===== src/rtl/ide_irq_pkg.sv =====
package ide_irq_pkg;
  localparam int N_CH   = 2;
  localparam int TIM_W  = 8;
  localparam int IO_DW  = 32;
  localparam int IO_AW  = 4;

  localparam logic [7:0] A_PROGIF = 8'h09;
  localparam logic [7:0] A_INTPIN = 8'h3D;
  localparam logic [7:0] A_FLAG0  = 8'h50;
  localparam logic [7:0] A_ENABLE = 8'h51;
  localparam logic [7:0] A_FLAG1  = 8'h57;
  localparam logic [7:0] A_MODE   = 8'h71;
  localparam logic [7:0] A_TIM0   = 8'h73;
  localparam logic [7:0] TIM_STEP = 8'h08;

  localparam logic [7:0] PROGIF_VAL = 8'h8F;
  localparam logic [7:0] INTPIN_VAL = 8'h01;

  // Byte offsets inside one 4-byte channel window
  localparam logic [1:0] WB_CMD  = 2'd0;
  localparam logic [1:0] WB_MODE = 2'd1;
  localparam logic [1:0] WB_STAT = 2'd2;
  localparam logic [1:0] WB_TIM  = 2'd3;

  // Per-channel software clear requested by a configuration write
  function automatic logic [N_CH-1:0] cfg_clear(input logic we, input logic [7:0] a,
                                                input logic [7:0] d);
    cfg_clear = '0;
    if (we) begin
      case (a)
        A_FLAG0: cfg_clear[0] = d[2];
        A_FLAG1: cfg_clear[1] = d[4];
        A_MODE:  cfg_clear    = d[3:2];
        default: cfg_clear    = '0;
      endcase
    end
  endfunction

  // Composed mode byte: block bits at 5:4, flags at 3:2
  function automatic logic [7:0] mode_byte(input logic [N_CH-1:0] flag,
                                           input logic [N_CH-1:0] blk);
    mode_byte = {2'b00, blk, flag, 2'b00};
  endfunction

  // Read value returned for a wide I/O access
  function automatic logic [IO_DW-1:0] ones_fill(input logic [1:0] size);
    ones_fill = (size == 2'd1) ? 32'h0000_FFFF : 32'hFFFF_FFFF;
  endfunction

  function automatic logic [7:0] tim_addr(input int ch);
    tim_addr = A_TIM0 + TIM_STEP * ch[7:0];
  endfunction
endpackage


===== src/rtl/ide_chan_slice.sv =====
module ide_chan_slice
  import ide_irq_pkg::*;
(
  input  logic             clk,
  input  logic             rst_n,
  input  logic             irq_in,
  input  logic             sw_clr,
  input  logic             tim_we,
  input  logic [TIM_W-1:0] tim_wdata,
  output logic             flag,
  output logic [TIM_W-1:0] tim,
  output logic             rise_ev,
  output logic             fall_ev
);
  logic prev_q;

  assign rise_ev = irq_in & ~prev_q;
  assign fall_ev = ~irq_in & prev_q;

  always_ff @(posedge clk or negedge rst_n) begin
    if (!rst_n) begin
      prev_q <= 1'b0;
      flag   <= 1'b0;
      tim    <= '0;
    end else begin
      prev_q <= irq_in;
      if (rise_ev)      flag <= 1'b1;   // hardware set wins over a same-cycle clear
      else if (fall_ev) flag <= 1'b0;
      else if (sw_clr)  flag <= 1'b0;
      if (tim_we) tim <= tim_wdata;
    end
  end
endmodule


===== src/rtl/ide_io_decode.sv =====
module ide_io_decode
  import ide_irq_pkg::*;
(
  input  logic             io_en,
  input  logic             io_we,
  input  logic [IO_AW-1:0] io_addr,
  input  logic [1:0]       io_size,
  output logic             single,
  output logic             chan,
  output logic             hit_mode,
  output logic             hit_tim,
  output logic             hit_fwd,
  output logic             blk_wr,
  output logic             tim_wr
);
  localparam int CH_BIT  = IO_AW - 1;
  localparam int HI_BIT  = IO_AW - 2;

  logic       lower;
  logic [1:0] bsel;

  assign single   = (io_size == 2'd0);
  assign chan     = io_addr[CH_BIT];
  assign lower    = ~io_addr[HI_BIT];
  assign bsel     = io_addr[1:0];
  assign hit_mode = io_en & single & lower & (bsel == WB_MODE);
  assign hit_tim  = io_en & single & lower & (bsel == WB_TIM);
  assign hit_fwd  = io_en & single & lower & ((bsel == WB_CMD) | (bsel == WB_STAT));
  assign blk_wr   = hit_mode & io_we;
  assign tim_wr   = hit_tim & io_we;
endmodule


===== src/rtl/ide_irq_regs.sv =====
module ide_irq_regs
  import ide_irq_pkg::*;
#(
  parameter bit SECONDARY_EN = 1'b0
) (
  input  logic             clk,
  input  logic             rst_n,
  input  logic [1:0]       chan_irq,
  input  logic             cfg_we,
  input  logic [7:0]       cfg_addr,
  input  logic [7:0]       cfg_wdata,
  output logic [7:0]       cfg_rdata,
  input  logic             io_en,
  input  logic             io_we,
  input  logic [3:0]       io_addr,
  input  logic [1:0]       io_size,
  input  logic [7:0]       io_wdata,
  output logic [31:0]      io_rdata,
  output logic             fwd_valid,
  output logic             fwd_we,
  output logic             fwd_chan,
  output logic             fwd_sel,
  output logic [7:0]       fwd_wdata,
  input  logic [7:0]       fwd_rdata,
  output logic             irq_out
);
  localparam logic [7:0] ENABLE_VAL = 8'h04 | (SECONDARY_EN ? 8'h08 : 8'h00);

  logic [N_CH-1:0] flag, blk_q, sw_clr, rise_ev, fall_ev, tim_we;
  logic [TIM_W-1:0] tim [N_CH];
  logic [TIM_W-1:0] tim_wdata [N_CH];
  logic single, chan, hit_mode, hit_tim, hit_fwd, blk_wr, tim_wr;
  logic irq_q;
  logic [7:0] io_byte;

  ide_io_decode u_dec (
    .io_en(io_en), .io_we(io_we), .io_addr(io_addr), .io_size(io_size),
    .single(single), .chan(chan), .hit_mode(hit_mode), .hit_tim(hit_tim),
    .hit_fwd(hit_fwd), .blk_wr(blk_wr), .tim_wr(tim_wr)
  );

  assign sw_clr = cfg_clear(cfg_we, cfg_addr, cfg_wdata);

  for (genvar i = 0; i < N_CH; i++) begin : g_ch
    logic io_tim_hit;
    logic cfg_tim_hit;
    assign io_tim_hit   = tim_wr & (chan == i[0]);
    assign cfg_tim_hit  = cfg_we & (cfg_addr == tim_addr(i));
    assign tim_we[i]    = io_tim_hit | cfg_tim_hit;
    assign tim_wdata[i] = io_tim_hit ? io_wdata : cfg_wdata;

    ide_chan_slice u_slice (
      .clk(clk), .rst_n(rst_n), .irq_in(chan_irq[i]), .sw_clr(sw_clr[i]),
      .tim_we(tim_we[i]), .tim_wdata(tim_wdata[i]), .flag(flag[i]),
      .tim(tim[i]), .rise_ev(rise_ev[i]), .fall_ev(fall_ev[i])
    );
  end

  always_ff @(posedge clk or negedge rst_n) begin
    if (!rst_n) begin
      blk_q <= '0;
      irq_q <= 1'b0;
    end else begin
      if (blk_wr) blk_q <= io_wdata[5:4];
      irq_q <= |(flag & ~blk_q);
    end
  end
  assign irq_out = irq_q;

  always_comb begin
    case (cfg_addr)
      A_PROGIF: cfg_rdata = PROGIF_VAL;
      A_INTPIN: cfg_rdata = INTPIN_VAL;
      A_ENABLE: cfg_rdata = ENABLE_VAL;
      A_FLAG0:  cfg_rdata = {5'b0, flag[0], 2'b0};
      A_FLAG1:  cfg_rdata = {3'b0, flag[1], 4'b0};
      A_MODE:   cfg_rdata = mode_byte(flag, blk_q);
      default:  cfg_rdata = 8'h00;
    endcase
    if (cfg_addr == tim_addr(0)) cfg_rdata = tim[0];
    if (cfg_addr == tim_addr(1)) cfg_rdata = tim[1];
  end

  always_comb begin
    if (hit_fwd)       io_byte = fwd_rdata;
    else if (hit_mode) io_byte = mode_byte(flag, blk_q);
    else if (hit_tim)  io_byte = tim[chan];
    else               io_byte = 8'h00;
    io_rdata = single ? {24'h0, io_byte} : ones_fill(io_size);
  end

  assign fwd_valid = hit_fwd;
  assign fwd_we    = io_we;
  assign fwd_chan  = chan;
  assign fwd_sel   = io_addr[1];
  assign fwd_wdata = io_wdata;
endmodule


===== config.mk =====
export PLATFORM = sky130hd
export DESIGN_NAME = ide_irq_regs
export DESIGN_NICKNAME = d
export VERILOG_FILES = /design/src/rtl/ide_irq_pkg.sv /design/src/rtl/ide_chan_slice.sv /design/src/rtl/ide_io_decode.sv /design/src/rtl/ide_irq_regs.sv
export SDC_FILE = /design/constraint.sdc
export NUM_CORES = 1
export LEC_CHECK = 0
export BUFFER_PORTS_ARGS = -buffer_cell sky130_fd_sc_hd__buf_2
export CORE_MARGIN = 5
export CORE_UTILIZATION = 25
export DETAILED_ROUTE_END_ITERATION = 12
export GPL_TIMING_DRIVEN = 0
export PLACE_DENSITY_LB_ADDON = 0.05
export SLEW_MARGIN = 20
export SYNTH_ARGS = -nofsm -noshare
export SYNTH_HDL_FRONTEND = slang
export SYNTH_SLANG_ARGS = --single-unit

===== constraint.sdc =====
create_clock -name clk -period 2.5 [get_ports clk]
set_clock_uncertainty 0.15 [all_clocks]
set_input_delay 0.5 -clock clk [delete_from_list [all_inputs] [get_ports clk]]
set_output_delay 0.5 -clock clk [all_outputs]
set_load 0.005 [all_outputs]

==> summary.md <==
| Metric | Value |
|---|---|
| Rel. slew slack | 60.4% |
| Synth cell types | between 40 and 50 |
| Initial Util | 25.5% |
| Met2 WL | around 3.3 mm |
| TritonCTS buffer count | 3 |
| VDD IR max | 0.000162 V |
| CP max FO | 5 |
| Largest net degree at the start of global routing | 24 |
| First drt pass iteration count | 4 |
| Minimum clock period | approximately 2.5 ns |
| CTS tree | done |
| Max Slew Vio Count | 0 |
| Grt ovf | 0 |
| Max Fclk | ~410 MHz |
| Pwr Density | roughly 390 mW/mm^2 |
| Sequential area share after synthesis | 31.4% |
| IO Count | 98 |
| Power Total | between 1 and 1.5 mW |
| Routed length on met3 | roughly 370 um |
| Post-synth EDFFs | 0 |
| Root Driver | clkbuf_8 |
| Latest clock arrival within the worst-skew pair | approximately 0.27 ns |
| Number of max-cap violations | 0 |
| Total track usage | 14.9% |
| CP Capture Type | primary output |
| Routed WL | 6.70 mm |
| Fillers | slightly below 800 |
| Final Wtd Congestion | between 0.7 and 0.8 |
| Most used flip-flop cell after synthesis | dfrtp_1 |
| Port bufs | 94 |
| RSZ-0062 raised after global routing | true |
| Synth warn | 0 |
| Antenna violations before repair | 0 |
| Hold_buf cts | 0 |
| Vias | 1847 |
| Worst hold path type | in2async |
| Req. time, crit path | approximately 1.9 ns |
| Critical Path AT | roughly 1.8 ns |
| Clock transition at the registers of the reported paths | 0.09 ns |
| Clock tree buffer depth | 2 |
| Fin crit share | a little under 100% |
| Diodes inserted | 0 |
| Cell Area, Placed | ~0.0024 mm^2 |
| Site Rows | 31 |
| Finished layout cell area | ~0.0026 mm^2 |
| # H-tree levels | 1 |
| Die H | 95.6 um |
| Syn Std Cell Area | 0.00183 mm^2 |
| Status | finished clean |
| Wl on met1 | roughly 3 mm |
| Clk sinks | 23 |
| Leakage | 1.42 nW |
| Count of final setup violators | 0 |
| Core area | between 0.007 and 0.008 mm^2 |
| Finished Core Util | about 36% |
| Area of the multi-input gates | 0.00101 mm^2 |
| Async S/R FF share, synth | 100% |
| Antenna Violating Nets Remaining | 0 |
| Initial DRC Count | 86 |
| Cells after synthesis | a little over 200 |
| # DRC | 0 |
| Post-synthesis register bit count | 23 |
| Share of layout cells above drive strength 1 | 51.0% |
| Vias per cell | ~4.5 |
| Post-DR wirelength/cell | between 15 and 20 um |
| Critical Path Source Type | primary input |
| Highest metal used | met4 |
| Reg area | about 580 um^2 |
| DP HPWL | just over 5 mm |
| Die Width | ~96 um |
| Syn Area/Cell | 8.94 um^2 |
| Number of global-route vias before repair | approximately 1800 |
| Slew @ Worst Pin | 0.594 ns |
| Global-route wire length before repair | slightly above 10 mm |
| Die area | between 0.009 and 0.01 mm^2 |
| CP Class | in2out |
| Layout area overhead | 41.9% |
| Nets | between 300 and 400 |
| Post-Syn Nets | 250 |
| Hold Fails Final Rpt | 0 |
## sequential cells by signal (all words and copies together) (netlist names)
name / cells
blk_q: 2
irq_out: 1
g_ch.u_slice.tim: 16
g_ch.u_slice.prev_q: 2
g_ch.u_slice.flag: 2
## cell usage in the layout (no fill, tap or decap), drive strengths merged, types with 2 or more instances in the layout
master	netlist	routed
nor3b	2	2
and3	3	3
nor2	21	21
mux2i	26	26
a32o	3	3
nand3	3	3
dfrtp	23	23
nor2b	2	2
buf	37	137
mux2	2	2
o21ai	12	12
a21oi	22	22
a22oi	2	2
nand4	3	3
and2	2	2
clkbuf	4	6
o22a	5	5
nand2	5	5
inv	6	6
nor4b	2	2
nand3b	2	2
a221oi	4	4
## power by group
| part | internal (mW) | switching (mW) |
|---|---|---|
| combinational | 0.157 | 0.134 |
| clock | 0.112 | 0.136 |
| sequential | 0.427 | 0.0477 |
## worst max-delay path: stages
cell and delay, ns:
buf_6 0.09, or4b_4 0.57, nor3b_4 0.19, buf_6 0.14, a221oi_2 0.05, o21ai_1 0.12, buf_2 0.14
## per-stage QoR
step / worst slack (ns) / TNS [ns] / instances / hold slack, ns
final: 0.0347 / 0 / 407 / 0.0573
after global routing: -0.0217 / -0.0542 / 407 / 0.0999
after CTS: -0.0347 / -0.0664 / 404 / 0.0788
after detailed placement: -0.347 / -2.92 / 398 / 0.297
after global placement: -0.324 / -2.94 / 398 / 0.308
after floorplan: 0.290 / 0 / 205 / 0.0544
## cells in the mapped netlist, drive strengths merged, types with 2 or more instances
cell type | n | area share [%]
a22oi | 2 | 0.82
o21ai | 12 | 3.3
nand3b | 2 | 0.82
mux2i | 26 | 14
nor4b | 2 | 0.96
nor2 | 21 | 4.4
o22a | 5 | 2.4
dfrtp | 23 | 31
nand2 | 5 | 1.2
nand3 | 3 | 0.82
inv | 6 | 1.2
nand4 | 3 | 1.7
nor3b | 2 | 1.4
clkbuf | 4 | 0.82
a21oi | 22 | 6.0
buf | 37 | 15
and2 | 2 | 0.68
a221oi | 4 | 1.9
a32o | 3 | 1.6
nor2b | 2 | 0.68
and3 | 3 | 1.0
mux2 | 2 | 1.2
## per-layer routing
metal | GRT usage [%] | vias to the layer above
li1 | - | 922
met1 | 20.2 | 878
met2 | 24.6 | 45
met3 | 3.31 | 2
met4 | 2.37 | 0
met5 | 0 | -
## what timing repair did
action                                  in CTS  in global routing
buffers inserted                             2                  4
endpoints found under the setup margin      14                 14
gates resized for setup                     15                  5
pin swaps                                    3                  4
## kinds of logic after synthesis
family	count (synthesis)	share of synthesized area (%)
AND/OR/NAND/NOR	51	16.7
XOR/XNOR	1	0.478
flip-flops	23	31.4
multiplexers	28	15.4
buffers and inverters	47	16.7
adder cells (fa/ha/maj)	1	0.546
AO/OA/AOI/OAI	54	18.8
## final timing paths
kind / cells past startpoint / from / slack, ns / end
max: 7 / io_size[0] / 0.03 / io_rdata[3]
min: 1 / rst_n / 0.06 / irq_out
max reg2reg: 3 / g_ch[0].u_slice.flag / 1.41 / g_ch[0].u_slice.flag
min reg2reg: 1 / g_ch[1].u_slice.prev_q / 0.30 / g_ch[1].u_slice.flag
max in group asynchronous: 1 / rst_n / 1.76 / g_ch[1].u_slice.tim[0]
min in group clk: 1 / chan_irq[1] / 0.20 / g_ch[1].u_slice.prev_q
## cell type report
type,count,area share [%]
inverters,6,0.867
plain buffers,40,10.7
clock inverters,1,0.193
clock buffers,3,1.59
multi-input cells,135,39.0
well taps,99,4.77
repair buffers,100,20.7
flip-flops and latches,23,22.1
Power figures use the tool's default switching activity.
